## config.mk

```make
export PLATFORM = sky130hd
export DESIGN_NAME = xmb_decode
export DESIGN_NICKNAME = d
export VERILOG_FILES = /design/src/rtl/xmb_pkg.sv /design/src/rtl/xmb_rst_sync.sv /design/src/rtl/xmb_bus_qual.sv /design/src/rtl/xmb_bank_reg.sv /design/src/rtl/xmb_id_match.sv /design/src/rtl/xmb_sel_logic.sv /design/src/rtl/xmb_decode.sv
export SDC_FILE = /design/constraint.sdc
export NUM_CORES = 1
export LEC_CHECK = 0
export ABC_CLOCK_PERIOD_IN_PS = 1860
export CELL_PAD_IN_SITES_DETAIL_PLACEMENT = 0
export CELL_PAD_IN_SITES_GLOBAL_PLACEMENT = 1
export CORE_ASPECT_RATIO = 1.1
export CORE_MARGIN = 1.5
export CORE_UTILIZATION = 21
export CTS_BUF_LIST = sky130_fd_sc_hd__clkbuf_4
export CTS_CLUSTER_DIAMETER = 150
export CTS_CLUSTER_SIZE = 25
export DETAILED_ROUTE_END_ITERATION = 8
export PLACE_DENSITY_LB_ADDON = 0.1
export SYNTH_ARGS = -nofsm -noshare
export SYNTH_HDL_FRONTEND = slang
export SYNTH_HIERARCHICAL = 1
export SYNTH_SLANG_ARGS = --single-unit
```

## constraint.sdc

```tcl
create_clock -name clk -period 1.86 [get_ports clk]
set_input_delay 0.558 -clock clk [delete_from_list [all_inputs] [get_ports clk]]
set_output_delay 0.558 -clock clk [all_outputs]
set_load 0.05 [all_outputs]
```

## src/rtl/xmb_pkg.sv

```systemverilog
package xmb_pkg;

  // Bus cycle classes derived from the strobes
  typedef struct packed {
    logic io_wr;   // qualified I/O write (M1 inactive)
    logic mem_rd;  // memory read strobe pair
    logic mem_wr;  // memory write strobe pair
    logic in_win;  // address lies in the top window
  } bus_req_t;

  // Which memory sources the read data
  typedef enum logic [1:0] {
    SRC_NONE = 2'b00,
    SRC_ROM  = 2'b01,
    SRC_SRAM = 2'b10
  } rd_src_e;

endpackage

```

## src/rtl/xmb_rst_sync.sv

```systemverilog
module xmb_rst_sync #(
  parameter int unsigned STAGES = 2
) (
  input  logic clk,
  input  logic rst_n_i,
  output logic rst_n_o
);

  logic [STAGES-1:0] sync_q;
  logic [STAGES-1:0] sync_d;

  always_comb begin
    sync_d = {sync_q[STAGES-2:0], 1'b1};
  end

  always_ff @(posedge clk or negedge rst_n_i) begin
    if (!rst_n_i) sync_q <= '0;
    else          sync_q <= sync_d;
  end

  assign rst_n_o = sync_q[STAGES-1];

endmodule

```

## src/rtl/xmb_bus_qual.sv

```systemverilog
module xmb_bus_qual
  import xmb_pkg::*;
#(
  parameter int unsigned ADDR_W = 16,
  parameter int unsigned PORT_W = 8,
  parameter logic [PORT_W-1:0] PORT_ID = 8'hDF,
  parameter int unsigned WIN_W = 2
) (
  input  logic [ADDR_W-1:0] addr,
  input  logic              iorq_n,
  input  logic              mreq_n,
  input  logic              rd_n,
  input  logic              wr_n,
  input  logic              m1_n,
  output bus_req_t          req
);

  logic [PORT_W-1:0] port_hi;
  logic              port_hit;
  logic [WIN_W-1:0]  win_bits;

  always_comb begin
    port_hi    = addr[ADDR_W-1 -: PORT_W];
    port_hit   = (port_hi == PORT_ID);
    win_bits   = addr[ADDR_W-1 -: WIN_W];
    req.in_win = &win_bits;
    req.io_wr  = !iorq_n && !wr_n && m1_n && port_hit;
    req.mem_rd = !mreq_n && !rd_n;
    req.mem_wr = !mreq_n && !wr_n;
  end

endmodule

```

## src/rtl/xmb_bank_reg.sv

```systemverilog
module xmb_bank_reg #(
  parameter int unsigned BANK_W = 8
) (
  input  logic              clk,
  input  logic              rst_n,
  input  logic              load,
  input  logic [BANK_W-1:0] data_i,
  output logic [BANK_W-1:0] bank_q
);

  logic [BANK_W-1:0] bank_d;

  always_comb begin
    bank_d = data_i;
  end

  always_ff @(posedge clk or negedge rst_n) begin
    if (!rst_n)    bank_q <= '0;
    else if (load) bank_q <= bank_d;
  end

  // a qualified port write stores the bus value
  p_bank_load_r2: assert property (@(posedge clk) disable iff (!rst_n)
    load |=> (bank_q == $past(data_i)));

  // without a port write the bank number holds
  p_bank_hold_r2: assert property (@(posedge clk) disable iff (!rst_n)
    !load |=> $stable(bank_q));

endmodule

```

## src/rtl/xmb_id_match.sv

```systemverilog
module xmb_id_match #(
  parameter int unsigned W = 8
) (
  input  logic [W-1:0] a,
  input  logic [W-1:0] b,
  output logic         hit
);

  logic [W-1:0] eq;

  for (genvar i = 0; i < W; i++) begin : g_bit
    assign eq[i] = ~(a[i] ^ b[i]);
  end

  assign hit = &eq;

endmodule

```

## src/rtl/xmb_sel_logic.sv

```systemverilog
module xmb_sel_logic
  import xmb_pkg::*;
(
  input  logic     clk,
  input  logic     rst_n,
  input  bus_req_t req,
  input  logic     upper_rom_en,
  input  logic     rom_hit,
  input  logic     srd_hit,
  input  logic     swr_hit,
  output logic     rom_cs_n,
  output logic     sram_cs_n,
  output logic     sram_we_n,
  output logic     mem_oe_n,
  output logic     rom_dis
);

  rd_src_e src;
  logic    rd_ok;
  logic    wr_ok;

  always_comb begin
    rd_ok = req.mem_rd && req.in_win && upper_rom_en;
    wr_ok = req.mem_wr && req.in_win && swr_hit;
    if (!rd_ok)       src = SRC_NONE;
    else if (rom_hit) src = SRC_ROM;
    else if (srd_hit) src = SRC_SRAM;
    else              src = SRC_NONE;

    rom_cs_n  = (src != SRC_ROM);
    sram_cs_n = !((src == SRC_SRAM) || wr_ok);
    sram_we_n = !wr_ok;
    mem_oe_n  = (src == SRC_NONE);
    rom_dis   = (src != SRC_NONE);
  end

  // never two memories on the data bus
  p_one_source_r9: assert property (@(posedge clk) disable iff (!rst_n)
    !(!rom_cs_n && !sram_cs_n));

  // claim only accompanies an enabled read
  p_claim_read_r10: assert property (@(posedge clk) disable iff (!rst_n)
    rom_dis |-> (!mem_oe_n && sram_we_n));

endmodule

```

## src/rtl/xmb_decode.sv

```systemverilog
module xmb_decode
  import xmb_pkg::*;
#(
  parameter int unsigned ADDR_W      = 16,
  parameter int unsigned BANK_W      = 8,
  parameter int unsigned SRAM_ID_W   = 4,
  parameter logic [7:0]  PORT_ID     = 8'hDF,
  parameter int unsigned WIN_W       = 2,
  parameter int unsigned SYNC_STAGES = 2
) (
  input  logic                 clk,
  input  logic                 rst_n,
  input  logic [ADDR_W-1:0]    addr,
  input  logic [BANK_W-1:0]    data,
  input  logic                 iorq_n,
  input  logic                 mreq_n,
  input  logic                 rd_n,
  input  logic                 wr_n,
  input  logic                 m1_n,
  input  logic                 upper_rom_en,
  input  logic [BANK_W-1:0]    jmp_rom_id,
  input  logic [SRAM_ID_W-1:0] jmp_sram_rd_id,
  input  logic [SRAM_ID_W-1:0] jmp_sram_wr_id,
  output logic                 rom_cs_n,
  output logic                 sram_cs_n,
  output logic                 sram_we_n,
  output logic                 mem_oe_n,
  output logic                 rom_dis
);

  localparam int unsigned PORT_W = ADDR_W / 2;

  logic              rst_n_s;
  bus_req_t          req;
  logic [BANK_W-1:0] bank_q;
  logic              rom_hit;
  logic              srd_hit;
  logic              swr_hit;

  xmb_rst_sync #(.STAGES(SYNC_STAGES)) u_rst (
    .clk     (clk),
    .rst_n_i (rst_n),
    .rst_n_o (rst_n_s)
  );

  xmb_bus_qual #(
    .ADDR_W (ADDR_W),
    .PORT_W (PORT_W),
    .PORT_ID(PORT_ID[PORT_W-1:0]),
    .WIN_W  (WIN_W)
  ) u_qual (
    .addr  (addr),
    .iorq_n(iorq_n),
    .mreq_n(mreq_n),
    .rd_n  (rd_n),
    .wr_n  (wr_n),
    .m1_n  (m1_n),
    .req   (req)
  );

  xmb_bank_reg #(.BANK_W(BANK_W)) u_bank (
    .clk   (clk),
    .rst_n (rst_n_s),
    .load  (req.io_wr),
    .data_i(data),
    .bank_q(bank_q)
  );

  xmb_id_match #(.W(BANK_W)) u_rom_match (
    .a  (bank_q),
    .b  (jmp_rom_id),
    .hit(rom_hit)
  );

  xmb_id_match #(.W(SRAM_ID_W)) u_srd_match (
    .a  (bank_q[SRAM_ID_W-1:0]),
    .b  (jmp_sram_rd_id),
    .hit(srd_hit)
  );

  xmb_id_match #(.W(SRAM_ID_W)) u_swr_match (
    .a  (bank_q[SRAM_ID_W-1:0]),
    .b  (jmp_sram_wr_id),
    .hit(swr_hit)
  );

  xmb_sel_logic u_sel (
    .clk         (clk),
    .rst_n       (rst_n_s),
    .req         (req),
    .upper_rom_en(upper_rom_en),
    .rom_hit     (rom_hit),
    .srd_hit     (srd_hit),
    .swr_hit     (swr_hit),
    .rom_cs_n    (rom_cs_n),
    .sram_cs_n   (sram_cs_n),
    .sram_we_n   (sram_we_n),
    .mem_oe_n    (mem_oe_n),
    .rom_dis     (rom_dis)
  );

  // an M1 I/O cycle leaves the bank untouched
  p_m1_no_load_r3: assert property (@(posedge clk) disable iff (!rst_n_s)
    (!m1_n && !iorq_n) |=> $stable(bank_q));

  // nothing is active outside the top window
  p_window_r7: assert property (@(posedge clk) disable iff (!rst_n_s)
    !(addr[ADDR_W-1] && addr[ADDR_W-2]) |-> (rom_cs_n && sram_cs_n && mem_oe_n && !rom_dis));

  // reads need the upper-ROM enable
  p_read_gate_r8: assert property (@(posedge clk) disable iff (!rst_n_s)
    !upper_rom_en |-> (mem_oe_n && rom_cs_n && !rom_dis));

  // a write enable only appears with both write strobes
  p_write_strobe_r6: assert property (@(posedge clk) disable iff (!rst_n_s)
    !sram_we_n |-> (!mreq_n && !wr_n && !sram_cs_n));

endmodule

```

==> impl_metrics.prom, run 1 <==
# TYPE chip_impl_metric gauge
chip_impl_metric{name="first_iter_violations",unit=""} 8
chip_impl_info{name="final_common_cell",value="clkdlybuf4s50_1"} 1
chip_impl_metric{name="cp_max_fo",unit=""} 2
chip_impl_metric{name="clock_transition_at_path_regs",unit="ps"} 60
chip_impl_metric{name="numClockSinks",unit=""} 10
chip_impl_metric{name="num_io_pins",unit=""} 53
chip_impl_metric{name="number_of_antenna_violations_at_the_first_check_in_global_routing",unit=""} 0
chip_impl_metric{name="cp.arrival",unit="ps"} 1720
chip_impl_metric{name="placeableCoreArea",unit="um^2"} 3022
chip_impl_metric{name="layout-drive-gt1-share",unit="%"} 44.54
chip_impl_metric{name="synth.net_count",unit=""} 103
chip_impl_metric{name="grt_overflow",unit=""} 0
chip_impl_metric{name="worstPathRequired",unit="ps"} 1300
chip_impl_metric{name="yosys.area_share.adder",unit="%"} 0
chip_impl_metric{name="ys_warn_count",unit=""} 6
chip_impl_metric{name="length_of_the_first_detailed_routing_pass_in_iterations",unit=""} 2
chip_impl_metric{name="report.final.setup_viol",unit=""} 5
chip_impl_metric{name="post_synth_and_or_nand_nor_area_fraction",unit="%"} 17.39
chip_impl_metric{name="hold-worst-slack",unit="ps"} 133.9
chip_impl_metric{name="power_density",unit="nW/um^2"} 364.3
chip_impl_metric{name="fin_tns_setup",unit="ps"} -1763
chip_impl_metric{name="final.min_clock_period",unit="ps"} 2282
chip_impl_metric{name="total_of_buffers_placed_on_input_and_output_ports",unit=""} 44
chip_impl_metric{name="floorplan.die_area",unit="um^2"} 3498
chip_impl_info{name="crit_path_end_kind",value="output port"} 1
chip_impl_metric{name="fmaxAchievable",unit="MHz"} 438.1
chip_impl_info{name="yosysTopAreaCell",value="dfrtp_1"} 1
chip_impl_info{name="ctsRootBufferMaster",value="clkbuf_4"} 1
chip_impl_metric{name="chipWidth",unit="um"} 56.53
chip_impl_metric{name="seq_area_frac_synth",unit="%"} 37.81
chip_impl_metric{name="timing_hold_violations_final",unit=""} 0
chip_impl_metric{name="clock_buffers_created_by_tritoncts",unit=""} 3
chip_impl_info{name="layout_common_cells",value="clkdlybuf4s50_1 (17), buf_4 (15), mux2_4 (8), dfrtp_1 (8), xor2_1 (8)"} 1
chip_impl_metric{name="max_slew_violation_total_from_the_final_report",unit=""} 0
chip_impl_metric{name="syn_area",unit="um^2"} 661.9
chip_impl_metric{name="yosysTopAreaCellShare",unit="%"} 37.81
chip_impl_metric{name="grtUsageTotal",unit="%"} 10.20
chip_impl_metric{name="vias",unit=""} 635
chip_impl_info{name="run_status",value="finished, violations left"} 1
chip_impl_metric{name="wire_length_of_the_first_global_routing_pass",unit="um"} 2718
chip_impl_metric{name="drt-wirelength-per-cell",unit="um"} 11.10
chip_impl_metric{name="vdd_drop_max",unit="uV"} 268.2
chip_impl_metric{name="synth_seq_cells",unit=""} 10
chip_impl_metric{name="gp_congestion",unit=""} 0.7773
chip_impl_metric{name="post_drt_via_cell_ratio",unit=""} 4.150
chip_impl_info{name="failed_checks",value="negative setup slack"} 1
chip_impl_metric{name="grt_max_degree",unit=""} 9
chip_impl_metric{name="yosys.area_share.xor_xnor",unit="%"} 21.17
chip_impl_metric{name="wl",unit="um"} 1699
chip_impl_info{name="combinational_family_with_the_most_area_after_synthesis",value="XOR/XNOR gates"} 1
chip_impl_metric{name="drt.antenna.violating_nets",unit=""} 0
chip_impl_metric{name="antennaDiodeCount",unit=""} 0
chip_impl_info{name="worst-setup-path-type",value="input port to output port"} 1
chip_impl_metric{name="finalClockSkew",unit="ps"} 2.585
chip_impl_metric{name="max_cap_viol_count",unit=""} 0
chip_impl_metric{name="synth_cell_type_count",unit=""} 16
chip_impl_metric{name="start_util",unit="%"} 21.90
chip_impl_metric{name="muxShareOfSynthArea",unit="%"} 18.15
chip_impl_metric{name="static-leakage-power",unit="nW"} 0.6707
chip_impl_metric{name="num_rows",unit=""} 21
chip_impl_metric{name="average_instance_area_after_synthesis",unit="um^2"} 12.03
chip_impl_info{name="critical_path.startpoint_type",value="input port"} 1
chip_impl_metric{name="area_growth",unit="%"} 110.4
chip_impl_info{name="worstHoldPathType",value="flop to asynchronous set/reset pin"} 1
chip_impl_metric{name="synth_compound_area_share",unit="%"} 2.647
chip_impl_metric{name="fp.dieH",unit="um"} 61.88
chip_impl_metric{name="clock_tree.htree_level_count",unit=""} 1
chip_impl_info{name="rsz_0062_raised_after_global_routing",value="yes"} 1
chip_impl_metric{name="place.detailed.hpwl",unit="um"} 1432
chip_impl_metric{name="detailed_route_drc_error_count",unit=""} 0
chip_impl_metric{name="final_critical_path_setup_slack",unit="ps"} -422.3
chip_impl_metric{name="finalPower",unit="W"} 0.0005073
chip_impl_metric{name="layout_worst_path_cycle_share",unit="%"} 122.7
chip_impl_info{name="cts_tree",value="yes"} 1
chip_impl_metric{name="netlist_instances",unit=""} 55
chip_impl_info{name="netlist_top_cells_area",value="dfrtp_1 (38%), mux2_4 (18%), xnor2_1 (11%)"} 1
chip_impl_metric{name="fillerInstances",unit=""} 306
chip_impl_metric{name="finalNetCount",unit=""} 168
chip_impl_metric{name="first_global_vias",unit=""} 637
chip_impl_metric{name="insertion_delay",unit="ps"} 260
chip_impl_metric{name="clock_path_buffers",unit=""} 2
state kept, by name, indices dropped and copies added (netlist names):
register / count
u_bank/bank_q: 8
u_rst/sync_q: 2
worst max-delay path, cell delays in order:
cell and delay, ps:
clkdlybuf4s15_1 180, xor2_1 170, nor4_2 210, buf_4 170, and4b_1 230, o21ai_4 70
buf_12 140
cells in the mapped netlist:
cell type	instances
o21ai_2	1
and2_1	2
nor4_2	3
inv_1	1
xnor2_1	8
nand4bb_1	1
xor2_1	8
nand2_1	2
nand4_1	4
mux2_4	8
and4b_1	1
o2111ai_1	1
conb_1	1
buf_6	1
dfrtp_1	10
nor2_1	3
metrics by stage:
| stage | cell area (um^2) | setup slack, ps | std cells | util, % |
|---|---|---|---|---|
| floorplan | 739.5 | -336.4 | 55 | - |
| global placement | 1329 | -743.5 | 146 | 43.98 |
| detailed placement | 1329 | -745.1 | 146 | 43.98 |
| CTS | 1369 | -452.4 | 152 | 45.30 |
| global route | 1393 | -505.7 | 153 | 46.09 |
| finish | 1393 | -422.3 | 153 | 46.09 |
routing by layer:
layer | vias up | GRT usage, % | routed length (um)
met2 | 21 | 17.44 | 895
met5 | - | 0 | 0
li1 | 325 | - | -
met3 | 2 | 2.070 | 97
met4 | 0 | 5.102 | 12
met1 | 287 | 12.45 | 695
layout make-up:
| cell class | count | area, um^2 | area share (%) |
|---|---|---|---|
| clock inverter | 1 | 3.754 | 0.2695 |
| clock buffer | 3 | 22.52 | 1.617 |
| timing repair buffer | 61 | 590.6 | 42.41 |
| sequential | 10 | 252.7 | 18.15 |
| tap | 34 | 42.54 | 3.055 |
| inverter | 1 | 6.256 | 0.4492 |
| multi-input combinational | 43 | 474.2 | 34.05 |
worst paths after layout:
kind | depth (start not counted) | slack, ps | from | to
setup reg to reg | 3 | 790 | u_bank/bank_q[2] | u_bank/bank_q[2]
hold / removal | 0 | 130 | u_rst/sync_q[1] | u_bank/bank_q[0]
min in group clk | 0 | 360 | u_rst/sync_q[0] | u_rst/sync_q[1]
max in group asynchronous | 1 | 1280 | rst_n | u_rst/sync_q[1]
setup / recovery | 7 | -420 | jmp_sram_rd_id[3] | sram_cs_n
hold reg to reg | 0 | 130 | u_rst/sync_q[1] | u_bank/bank_q[0]
logic make-up (layout without fill, tap and decap cells):
kind of cell,after synthesis,in the layout
XOR/XNOR,16,16
AND/OR/NAND/NOR,16,16
flip-flops,10,10
multiplexers,8,8
AO/OA/AOI/OAI,2,2
buffers and inverters,2,66
other,1,1
power by group:
group / switching, W / total, W / leakage (nW) / internal [W]
sequential: 0.00000678 / 0.000229 / 0.131 / 0.000222
combinational: 0.0000395 / 0.000133 / 0.524 / 0.0000935
clock: 0.0000681 / 0.000145 / 0.0154 / 0.0000772
total: 0.000114 / 0.000507 / 0.671 / 0.000393
timing repair:
item                       4_1_cts  5_1_grt
setup buffers                    2        1
pin swaps                       13        7
hold buffers                     0        0
setup endpoints to repair        5       13
gates resized for setup         34       10
(Power assumes the default switching activity.)
==> run 2: changes to the inputs <==
CTS_CLUSTER_DIAMETER = 30   (was 150)
==> results of run 2 <==
Final layout, timing and power as in run 1 (identical DEF).
==> run 3: changes to the inputs <==
SLEW_MARGIN = 30   (was unset)
==> results of run 3 <==
Final layout, timing and power as in run 1 (identical DEF).
